$ cat config.mk
export PLATFORM = sky130hd
export DESIGN_NAME = dual_irq_ctrl
export DESIGN_NICKNAME = d
export VERILOG_FILES = /design/src/rtl/irq_pkg.sv /design/src/rtl/irq_src_cond.sv /design/src/rtl/irq_class_arb.sv /design/src/rtl/irq_regs.sv /design/src/rtl/dual_irq_ctrl.sv
export SDC_FILE = /design/constraint.sdc
export NUM_CORES = 1
export LEC_CHECK = 0
export ABC_CLOCK_PERIOD_IN_PS = 1780
export BUFFER_PORTS_ARGS = -buffer_cell sky130_fd_sc_hd__clkbuf_2
export CORE_MARGIN = 1.5
export CORE_UTILIZATION = 45
export CTS_BUF_LIST = sky130_fd_sc_hd__clkbuf_4 sky130_fd_sc_hd__clkbuf_8
export DETAILED_ROUTE_END_ITERATION = 10
export PLACE_DENSITY_LB_ADDON = 0.12
export REMOVE_ABC_BUFFERS = 1
export SYNTH_ARGS = -nofsm -noshare
export SYNTH_HDL_FRONTEND = slang
export SYNTH_HIERARCHICAL = 1
export SYNTH_SLANG_ARGS = --single-unit
$ cat constraint.sdc
create_clock -name clk -period 1.78 [get_ports clk]
set_clock_uncertainty 0.15 [all_clocks]
set_input_delay 0.356 -clock clk [delete_from_list [all_inputs] [get_ports clk]]
set_output_delay 0.356 -clock clk [all_outputs]
set_load 0.005 [all_outputs]
$ cat src/rtl/irq_pkg.sv
package irq_pkg;
  localparam int          IDX_W    = 5;
  localparam logic [4:0]  IDX_NONE = 5'd31;

  // Lowest set bit of v within [lo, hi], or IDX_NONE when the range is empty.
  function automatic logic [IDX_W-1:0] first_set(input logic [31:0] v,
                                                 input int lo, input int hi);
    logic [IDX_W-1:0] r;
    r = IDX_NONE;
    for (int i = hi; i >= lo; i--) begin
      if (v[i]) r = i[IDX_W-1:0];
    end
    return r;
  endfunction
endpackage

$ cat src/rtl/irq_src_cond.sv
module irq_src_cond #(
  parameter int                NUM_INT = 17,
  parameter int                NUM_EXT = 5,
  parameter logic [NUM_EXT-1:0] EXT_LOW = 5'b11011,
  localparam int               NUM_SRC = NUM_INT + NUM_EXT
) (
  input  logic               clk,
  input  logic               rst_n,
  input  logic [NUM_INT-1:0] int_src,
  input  logic [NUM_EXT-1:0] ext_pin,
  output logic [NUM_SRC-1:0] pend_d,
  output logic [NUM_SRC-1:0] pend_q
);
  logic [NUM_EXT-1:0] ext_active;

  // Active-low pins are inverted so every source reads 1 when asserted.
  assign ext_active = ext_pin ^ EXT_LOW;
  assign pend_d     = {int_src, ext_active};

  always_ff @(posedge clk or negedge rst_n) begin
    if (!rst_n) pend_q <= '0;
    else        pend_q <= pend_d;
  end
endmodule

$ cat src/rtl/irq_class_arb.sv
module irq_class_arb
  import irq_pkg::*;
#(
  parameter int NUM_SRC = 22,
  parameter int LO      = 0,
  parameter int HI      = 3
) (
  input  logic               clk,
  input  logic               rst_n,
  input  logic [NUM_SRC-1:0] pend_d,
  input  logic [NUM_SRC-1:0] en_q,
  output logic               req_q,
  output logic [IDX_W-1:0]   idx_q
);
  logic [NUM_SRC-1:0] class_mask;
  logic [NUM_SRC-1:0] live;
  logic               any_live;
  logic [IDX_W-1:0]   win;

  always_comb begin
    class_mask = '0;
    for (int i = LO; i <= HI; i++) class_mask[i] = 1'b1;
  end

  assign live     = pend_d & en_q & class_mask;
  assign any_live = |live;
  assign win      = first_set(32'(pend_d & en_q), LO, HI);

  always_ff @(posedge clk or negedge rst_n) begin
    if (!rst_n) begin
      req_q <= 1'b0;
      idx_q <= IDX_NONE;
    end else begin
      req_q <= any_live;
      idx_q <= win;
    end
  end

  AST_REQ_NEEDS_ENABLE: assert property (@(posedge clk) disable iff (!rst_n)
    req_q |-> $past(|(en_q & class_mask)));
  AST_IDX_IN_CLASS: assert property (@(posedge clk) disable iff (!rst_n)
    (idx_q == IDX_NONE) || (int'(idx_q) >= LO && int'(idx_q) <= HI));
  AST_IDX_AGREES_REQ: assert property (@(posedge clk) disable iff (!rst_n)
    (idx_q != IDX_NONE) == req_q);
endmodule

$ cat src/rtl/irq_regs.sv
module irq_regs
  import irq_pkg::*;
#(
  parameter int NUM_SRC = 22,
  parameter int DATA_W  = 32
) (
  input  logic               clk,
  input  logic               rst_n,
  input  logic               wr_en,
  input  logic [1:0]         addr,
  input  logic [NUM_SRC-1:0] wdata,
  input  logic [NUM_SRC-1:0] pend_q,
  input  logic [IDX_W-1:0]   fast_idx,
  input  logic [IDX_W-1:0]   norm_idx,
  output logic [NUM_SRC-1:0] en_q,
  output logic [DATA_W-1:0]  rdata
);
  localparam logic [1:0] A_EN = 2'd0, A_STAT = 2'd1, A_FAST = 2'd2, A_NORM = 2'd3;

  always_ff @(posedge clk or negedge rst_n) begin
    if (!rst_n)                     en_q <= '0;
    else if (wr_en && addr == A_EN) en_q <= wdata;
  end

  always_comb begin
    unique case (addr)
      A_EN:    rdata = DATA_W'(en_q);
      A_STAT:  rdata = DATA_W'(pend_q);
      A_FAST:  rdata = DATA_W'(fast_idx);
      default: rdata = DATA_W'(norm_idx);
    endcase
  end

  AST_EN_WRITE: assert property (@(posedge clk) disable iff (!rst_n)
    $past(wr_en && addr == A_EN) |-> en_q == $past(wdata));
  AST_EN_HOLD: assert property (@(posedge clk) disable iff (!rst_n)
    $past(!(wr_en && addr == A_EN)) |-> $stable(en_q));
endmodule

$ cat src/rtl/dual_irq_ctrl.sv
module dual_irq_ctrl
  import irq_pkg::*;
#(
  parameter int          NUM_INT  = 17,
  parameter int          NUM_EXT  = 5,
  parameter int          NUM_FAST = 4,
  parameter logic [4:0]  EXT_LOW  = 5'b11011,
  parameter int          DATA_W   = 32,
  localparam int         NUM_SRC  = NUM_INT + NUM_EXT
) (
  input  logic               clk,
  input  logic               rst_n,
  input  logic [NUM_INT-1:0] int_src,
  input  logic [NUM_EXT-1:0] ext_pin,
  input  logic               wr_en,
  input  logic [1:0]         addr,
  input  logic [NUM_SRC-1:0] wdata,
  output logic [DATA_W-1:0]  rdata,
  output logic               fiq_o,
  output logic               irq_o
);
  logic [NUM_SRC-1:0] pend_d, pend_q, en_q;
  logic [1:0]         cls_req;
  logic [IDX_W-1:0]   cls_idx [2];

  irq_src_cond #(.NUM_INT(NUM_INT), .NUM_EXT(NUM_EXT), .EXT_LOW(EXT_LOW)) u_cond (
    .clk(clk), .rst_n(rst_n), .int_src(int_src), .ext_pin(ext_pin),
    .pend_d(pend_d), .pend_q(pend_q));

  // Class 0 = fast (sources 0..NUM_FAST-1), class 1 = normal (the rest).
  for (genvar c = 0; c < 2; c++) begin : g_cls
    localparam int LO = (c == 0) ? 0 : NUM_FAST;
    localparam int HI = (c == 0) ? NUM_FAST - 1 : NUM_SRC - 1;
    irq_class_arb #(.NUM_SRC(NUM_SRC), .LO(LO), .HI(HI)) u_arb (
      .clk(clk), .rst_n(rst_n), .pend_d(pend_d), .en_q(en_q),
      .req_q(cls_req[c]), .idx_q(cls_idx[c]));
  end

  irq_regs #(.NUM_SRC(NUM_SRC), .DATA_W(DATA_W)) u_regs (
    .clk(clk), .rst_n(rst_n), .wr_en(wr_en), .addr(addr), .wdata(wdata),
    .pend_q(pend_q), .fast_idx(cls_idx[0]), .norm_idx(cls_idx[1]),
    .en_q(en_q), .rdata(rdata));

  assign fiq_o = cls_req[0];
  assign irq_o = cls_req[1];

  AST_QUIET_UNTIL_ENABLED: assert property (@(posedge clk) disable iff (!rst_n)
    ($past(en_q) == '0) |-> (!fiq_o && !irq_o));
  AST_FAST_FOLLOWS_LEVEL: assert property (@(posedge clk) disable iff (!rst_n)
    ($past(pend_d[NUM_FAST-1:0]) == '0) |-> !fiq_o);
endmodule

; ---- Word level (Yosys, flattened, before mapping)
; Index checks and enable logic that the tools add are counted.
[word_totals]
register_bits = 56
output_inout_bits = 34
[classes]
n_eq_ne = 2
n_mux = 23
bitwise = 3
reduce_logical = 4
[op_table]
columns = cell, n
row1 = $mux 5, 21
row2 = $pmux 22 s3, 1
row3 = $and 22x22->22, 2
row4 = $reduce_or 18->1, 1
row5 = $mux 4, 1
row6 = $not 4->4, 1
row7 = $reduce_or 4->1, 1
row8 = $eq 2x1->1 const B, 1
row9 = $eq 2x2->1 const B, 1
row10 = $logic_not 2->1, 1
row11 = $logic_and 1x1->1, 1

; ---- Depth between registers and ports, before layout
[logic_depth]
ltp_word = 20
ltp_mapped = 5
depth_no_buf = 5

; ---- Hierarchy
; The synthesis kept the hierarchy.
[modules_own_cells]
columns = module, n_inst, cells_each, area_each_um2, seq_area_each_um2
row1 = irq_regs, 1, 102, 1308.8, 550.5
row2 = irq_src_cond, 1, 44, 700.7, 550.5
row3 = irq_class_arb at g_cls[1].u_arb, 1, 52, 447.9, 156.4
row4 = irq_class_arb at g_cls[0].u_arb, 1, 12, 161.4, 103.8

; ---- Least setup slack after synthesis
; OpenSTA, ideal clock, no wires.
[synth_timing]
path_type = input port to output port
start = input addr[0]
end = output rdata[1]
t_arrival_ns = 1.132
required_time_ns = 1.274
slack_ns = 0.142
stages = 3
path_buffers = 2
path_cell_list = buf_6 -> buf_6 -> mux4_2
[synth_via]
elab_chain_cells = 2
word_cells_on_any_way = 4
cone_classes = 2 x eq/ne / 1 x mux / 1 x reduce/logical
[synth_lines]
columns = element, line_no
row1 = start: declaration, dual_irq_ctrl.sv:16  ; input logic [1:0] addr,
row2 = "$eq 2x2->1, or another cell as far along", irq_regs.sv:26  ; unique case (addr)
row3 = $pmux 22 s3 *, irq_regs.sv:26
row4 = end: declaration, dual_irq_ctrl.sv:18  ; output logic [DATA_W-1:0] rdata,
; Every way passes the cells marked *; elsewhere a longest branch is shown, timed or not.

; ---- Worst setup path in the final report
[layout_timing]
start = register u_regs.en_q[2]
end = output rdata[2]
[layout_via]
elab_chain_cells = 1
[layout_lines]
columns = element, line_no
row1 = start: declaration, irq_regs.sv:15  ; output logic [NUM_SRC-1:0] en_q,
row2 = start signal: assignment, irq_regs.sv:22  ; else if (wr_en && addr == A_EN) en_q <= wdata;
row3 = $pmux 22 s3, irq_regs.sv:26
; Every way passes these cells.

==> summary by stage <==
Outcome
The run finished, with violations left. The checks that failed: setup timing.

Power
For this design the total switching power over the nets is just under 800 uW. In this run the static leakage power is ~0.0015 uW. The share of total power dissipated in the clock network is 0.277. The internal power contribution is 2260 uW. The relative contribution of combinational cells to total power is 0.218. Dividing total power by cell area gives a power density of between 900 and 1000 mW/mm^2. The worst IR drop on VDD is 0.000478 V.

The share of total power dissipated in sequential elements is 0.505. Of the total power, the share spent switching nets is 0.259.

Hold path
The worst hold path begins at int_src[7]. The tightest min-delay check is of the in -> reg type.

GRT
The initial antenna violation count is 0. The number of global-route vias before repair is roughly 1800. The total overflow left after global routing is 0. Entering global routing, the biggest net connects 55 pins.

Across every metal layer, demand over resource in global routing totals 0.185. The first global-routing pass estimated approximately 9 mm of wire.

Yosys
The predominant post-synthesis flop cell is sky130_fd_sc_hd__dfrtp_1. For this run, the register share of the synthesized area comes to 0.520. The largest area contributor in the netlist is sky130_fd_sc_hd__dfrtp_1. The portion of synthesized cell area occupied by the leading cell type is 0.440. The dominant combinational cell family by area after synthesis is multiplexers. Of the total synthesized cell area, the portion taken by AND, OR, NAND and NOR gates is 0.0779. The synthesized netlist contains 32 unique library cells.

Of the total synthesized cell area, the portion taken by XOR and XNOR cells is 0. Of the total synthesized cell area, the portion taken by full adders, half adders and majority gates is 0. The number of flops mapped to enable cells by yosys is 0. By area the synthesized netlist is led by sky130_fd_sc_hd__dfrtp_1 (44%), sky130_fd_sc_hd__mux2_2 (9.0%), sky130_fd_sc_hd__buf_4 (8.6%).

The mapped netlist covers between 0.002 and 0.003 sq mm. For this run, asynchronously set or reset flops after synthesis account for 1.00. The post-synthesis mux area share is 0.203. The fraction of the mapped netlist area in compound gates is 0.0812. Yosys instantiated no cell more often than sky130_fd_sc_hd__dfrtp_1.

The yosys synthesis warning count is 6. The per-instance average area after synthesis is between 10 and 15 sq um. Counting instances in the post-synthesis netlist gives the leading cell types as sky130_fd_sc_hd__dfrtp_1 (46), sky130_fd_sc_hd__buf_4 (30), sky130_fd_sc_hd__mux2_2 (21). The cell count after synthesis is 210. The post-synthesis register bit count is 54.

Place
The final weighted congestion in routability-driven placement is ~0.70. The count of buffers added on input and output ports is 72. The number of placed instances, taps included, is approximately 330. The placed instances occupy a cell area of 0.00291 sq mm. The HPWL reported at the end of detailed placement is approximately 4.0 mm.

Finish
The post-route cell area is between 0.003 and 0.004 sq mm. In the final layout, the share of cells above drive strength 1 is 0.489. The fill cell instance count of the final layout is about 500. The count of cells in the finished layout, fillers not included, comes to 350. The number of diodes added for antenna fixing is 0. The area occupied by multi-input gates is 985 sq um. The net count of the finished layout is ~330. In the final layout, flip-flops and latches occupy 0.00136 sq mm. The area added between synthesis and finish is 18.2%.

Routing
The vias per cell is 4.94. The iteration count of the initial detailed-routing pass is 4. The remaining routing DRC violations is 0. In this run, the number of DRC markers left after iteration 0 of detailed routing was between 60 and 70. Dividing the detail-routed wire length by the instance count gives 15.1 um.

The detail route stage leaves a number of antenna-violating nets equal to 0. The detailed-route wire length is roughly 5.3 mm. The number of vias after detailed routing is 1728.

Timing
The final count of pins violating max slew is 0. The share of the clock period used by the worst path is 1.01. The worst hold slack across all endpoints is 0.0408 ns. The number of failing hold endpoints at the final stage is 0.

Based on the critical path, the design can be clocked at up to 559 MHz. After layout, the worst setup slack is -0.00940 ns. Setup repair after global routing could not meet its margin everywhere. Setup violations remaining at the end of the flow were counted as 1. The smallest clock period supported by the final layout is computed as ~1.8 ns.

Worst setup path
The worst setup slack for register-to-register paths is about 0.27 ns. The arrival time reported for the critical path endpoint is between 1 and 1.5 ns. The worst setup path is of the reg -> out kind.

The most critical setup path has its startpoint at u_regs/en_q[2]. STA classifies the critical path endpoint as a primary output. The worst flop-to-flop path startpoint is u_regs/en_q[4]. The largest driver fanout on the critical path is 2. The worst setup path is launched from a flop.

The required time reported for the critical path endpoint is between 1 and 1.5 ns.

Floorplan
The starting density of the core is 0.470. The number of core rows is 27. The chip height is just under 80 um. The number of placed I/O pins is 83. The floorplan step defined a die boundary enclosing 0.00629 sq mm.

The horizontal die dimension is 79.3 um. The floorplan core area is around 0.0056 sq mm.

CTS
The clock edge transition at the registers on the reported setup and hold paths is about 0.090 ns. The root buffer cell chosen for the clock tree is sky130_fd_sc_hd__clkbuf_8. The worst-skew pair later-pin latency is around 0.3 ns. TritonCTS built the clock tree. The clock buffer count from CTS is 5. Clock tree synthesis found a total of 54 sinks. The H-tree was split into 2 levels.

The maximum clock path buffer count is 2.

Run
The max-capacitance violation count is 0.
==> final cells by class <==
type | count | area share
repair buffers | 88 | 0.169
flip-flops and latches | 54 | 0.440
well taps | 72 | 0.0291
clock buffers | 7 | 0.0291
multi-input cells | 124 | 0.318
inverters | 4 | 0.00485
clock inverters | 1 | 0.00970
==> placed cells by master (no fill, tap or decap), types with 2 or more instances in the layout <==
master	instances
sky130_fd_sc_hd__nor2_1	19
sky130_fd_sc_hd__dfstp_2	8
sky130_fd_sc_hd__o21ai_0	2
sky130_fd_sc_hd__a22oi_2	4
sky130_fd_sc_hd__dfrtp_1	46
sky130_fd_sc_hd__nand2_1	16
sky130_fd_sc_hd__mux4_2	5
sky130_fd_sc_hd__clkbuf_8	6
sky130_fd_sc_hd__mux2_2	21
sky130_fd_sc_hd__a32o_1	2
sky130_fd_sc_hd__clkbuf_2	72
sky130_fd_sc_hd__conb_1	10
sky130_fd_sc_hd__and2_1	2
sky130_fd_sc_hd__a31oi_1	2
sky130_fd_sc_hd__buf_12	3
sky130_fd_sc_hd__a22o_1	3
sky130_fd_sc_hd__a21oi_1	3
sky130_fd_sc_hd__mux2i_1	17
sky130_fd_sc_hd__buf_4	11
sky130_fd_sc_hd__a22oi_1	4
sky130_fd_sc_hd__inv_1	4
sky130_fd_sc_hd__nand3_1	3
==> path summary, 6_finish.rpt <==
check,to,cells past startpoint
max,rdata[2],2
min,u_cond/pend_q[12],1
max reg2reg,g_cls[1].u_arb/req_q,6
min reg2reg,g_cls[0].u_arb/idx_q[0],2
max in group asynchronous,g_cls[1].u_arb/idx_q[1],3
min in group asynchronous,u_regs/en_q[21],3
==> state kept, by name, summed over array words and instances, names as in the netlist <==
register           flops
g_cls.u_arb/idx_q      8
g_cls.u_arb/req_q      2
u_cond/pend_q         22
u_regs/en_q           22
==> kinds of logic (layout without fill, tap and decap cells) <==
kind of cell,after synthesis,after routing
AO/OA/AOI/OAI,26,26
buffers and inverters,41,100
flip-flops,54,54
multiplexers,44,44
other,1,10
AND/OR/NAND/NOR,44,44
==> repair_timing <==
| action | CTS | global route |
|---|---|---|
| setup endpoints to repair | 5 | 12 |
| setup buffers | 5 | 2 |
| resized for setup | 0 | 1 |
| hold buffers | 1 | 0 |
| hold endpoints to repair | 46 | 0 |
==> critical path, stage by stage, from the launching register on <==
cell                       delay (ns)
sky130_fd_sc_hd__dfrtp_1         0.41
sky130_fd_sc_hd__mux4_2          0.46
sky130_fd_sc_hd__clkbuf_2        0.12
==> routing by layer <==
metal / GRT usage / wire (um)
met5: 0 / 0
met4: 0.0421 / 39
met3: 0.0552 / 251
met2: 0.309 / 2620
met1: 0.237 / 2370
==> through the flow <==
stage | setup WS (ns) | power [uW] | TNS, ns | util
6_report | -0.00940 | 3050 | -0.00940 | 0.555
5_1_grt | -0.0639 | 3250 | -0.268 | 0.555
4_1_cts | -0.0378 | 3080 | -0.0511 | 0.552
3_5_place_dp | 0.0180 | 2190 | 0 | 0.522
3_3_place_gp | 0.0424 | 2180 | 0 | 0.522
2_1_floorplan | 0.0940 | 1890 | 0 | -
==> power by group through the flow <==
| stage | clock, uW | combinational [uW] | sequential, uW |
|---|---|---|---|
| CTS | 878 | 663 | 1540 |
| detailed placement | 0 | 618 | 1580 |
| global route | 933 | 748 | 1570 |
| finish | 845 | 667 | 1540 |
| floorplan | 0 | 361 | 1530 |
| global placement | 0 | 606 | 1570 |
Note: power is estimated with default switching activity, not from simulation.
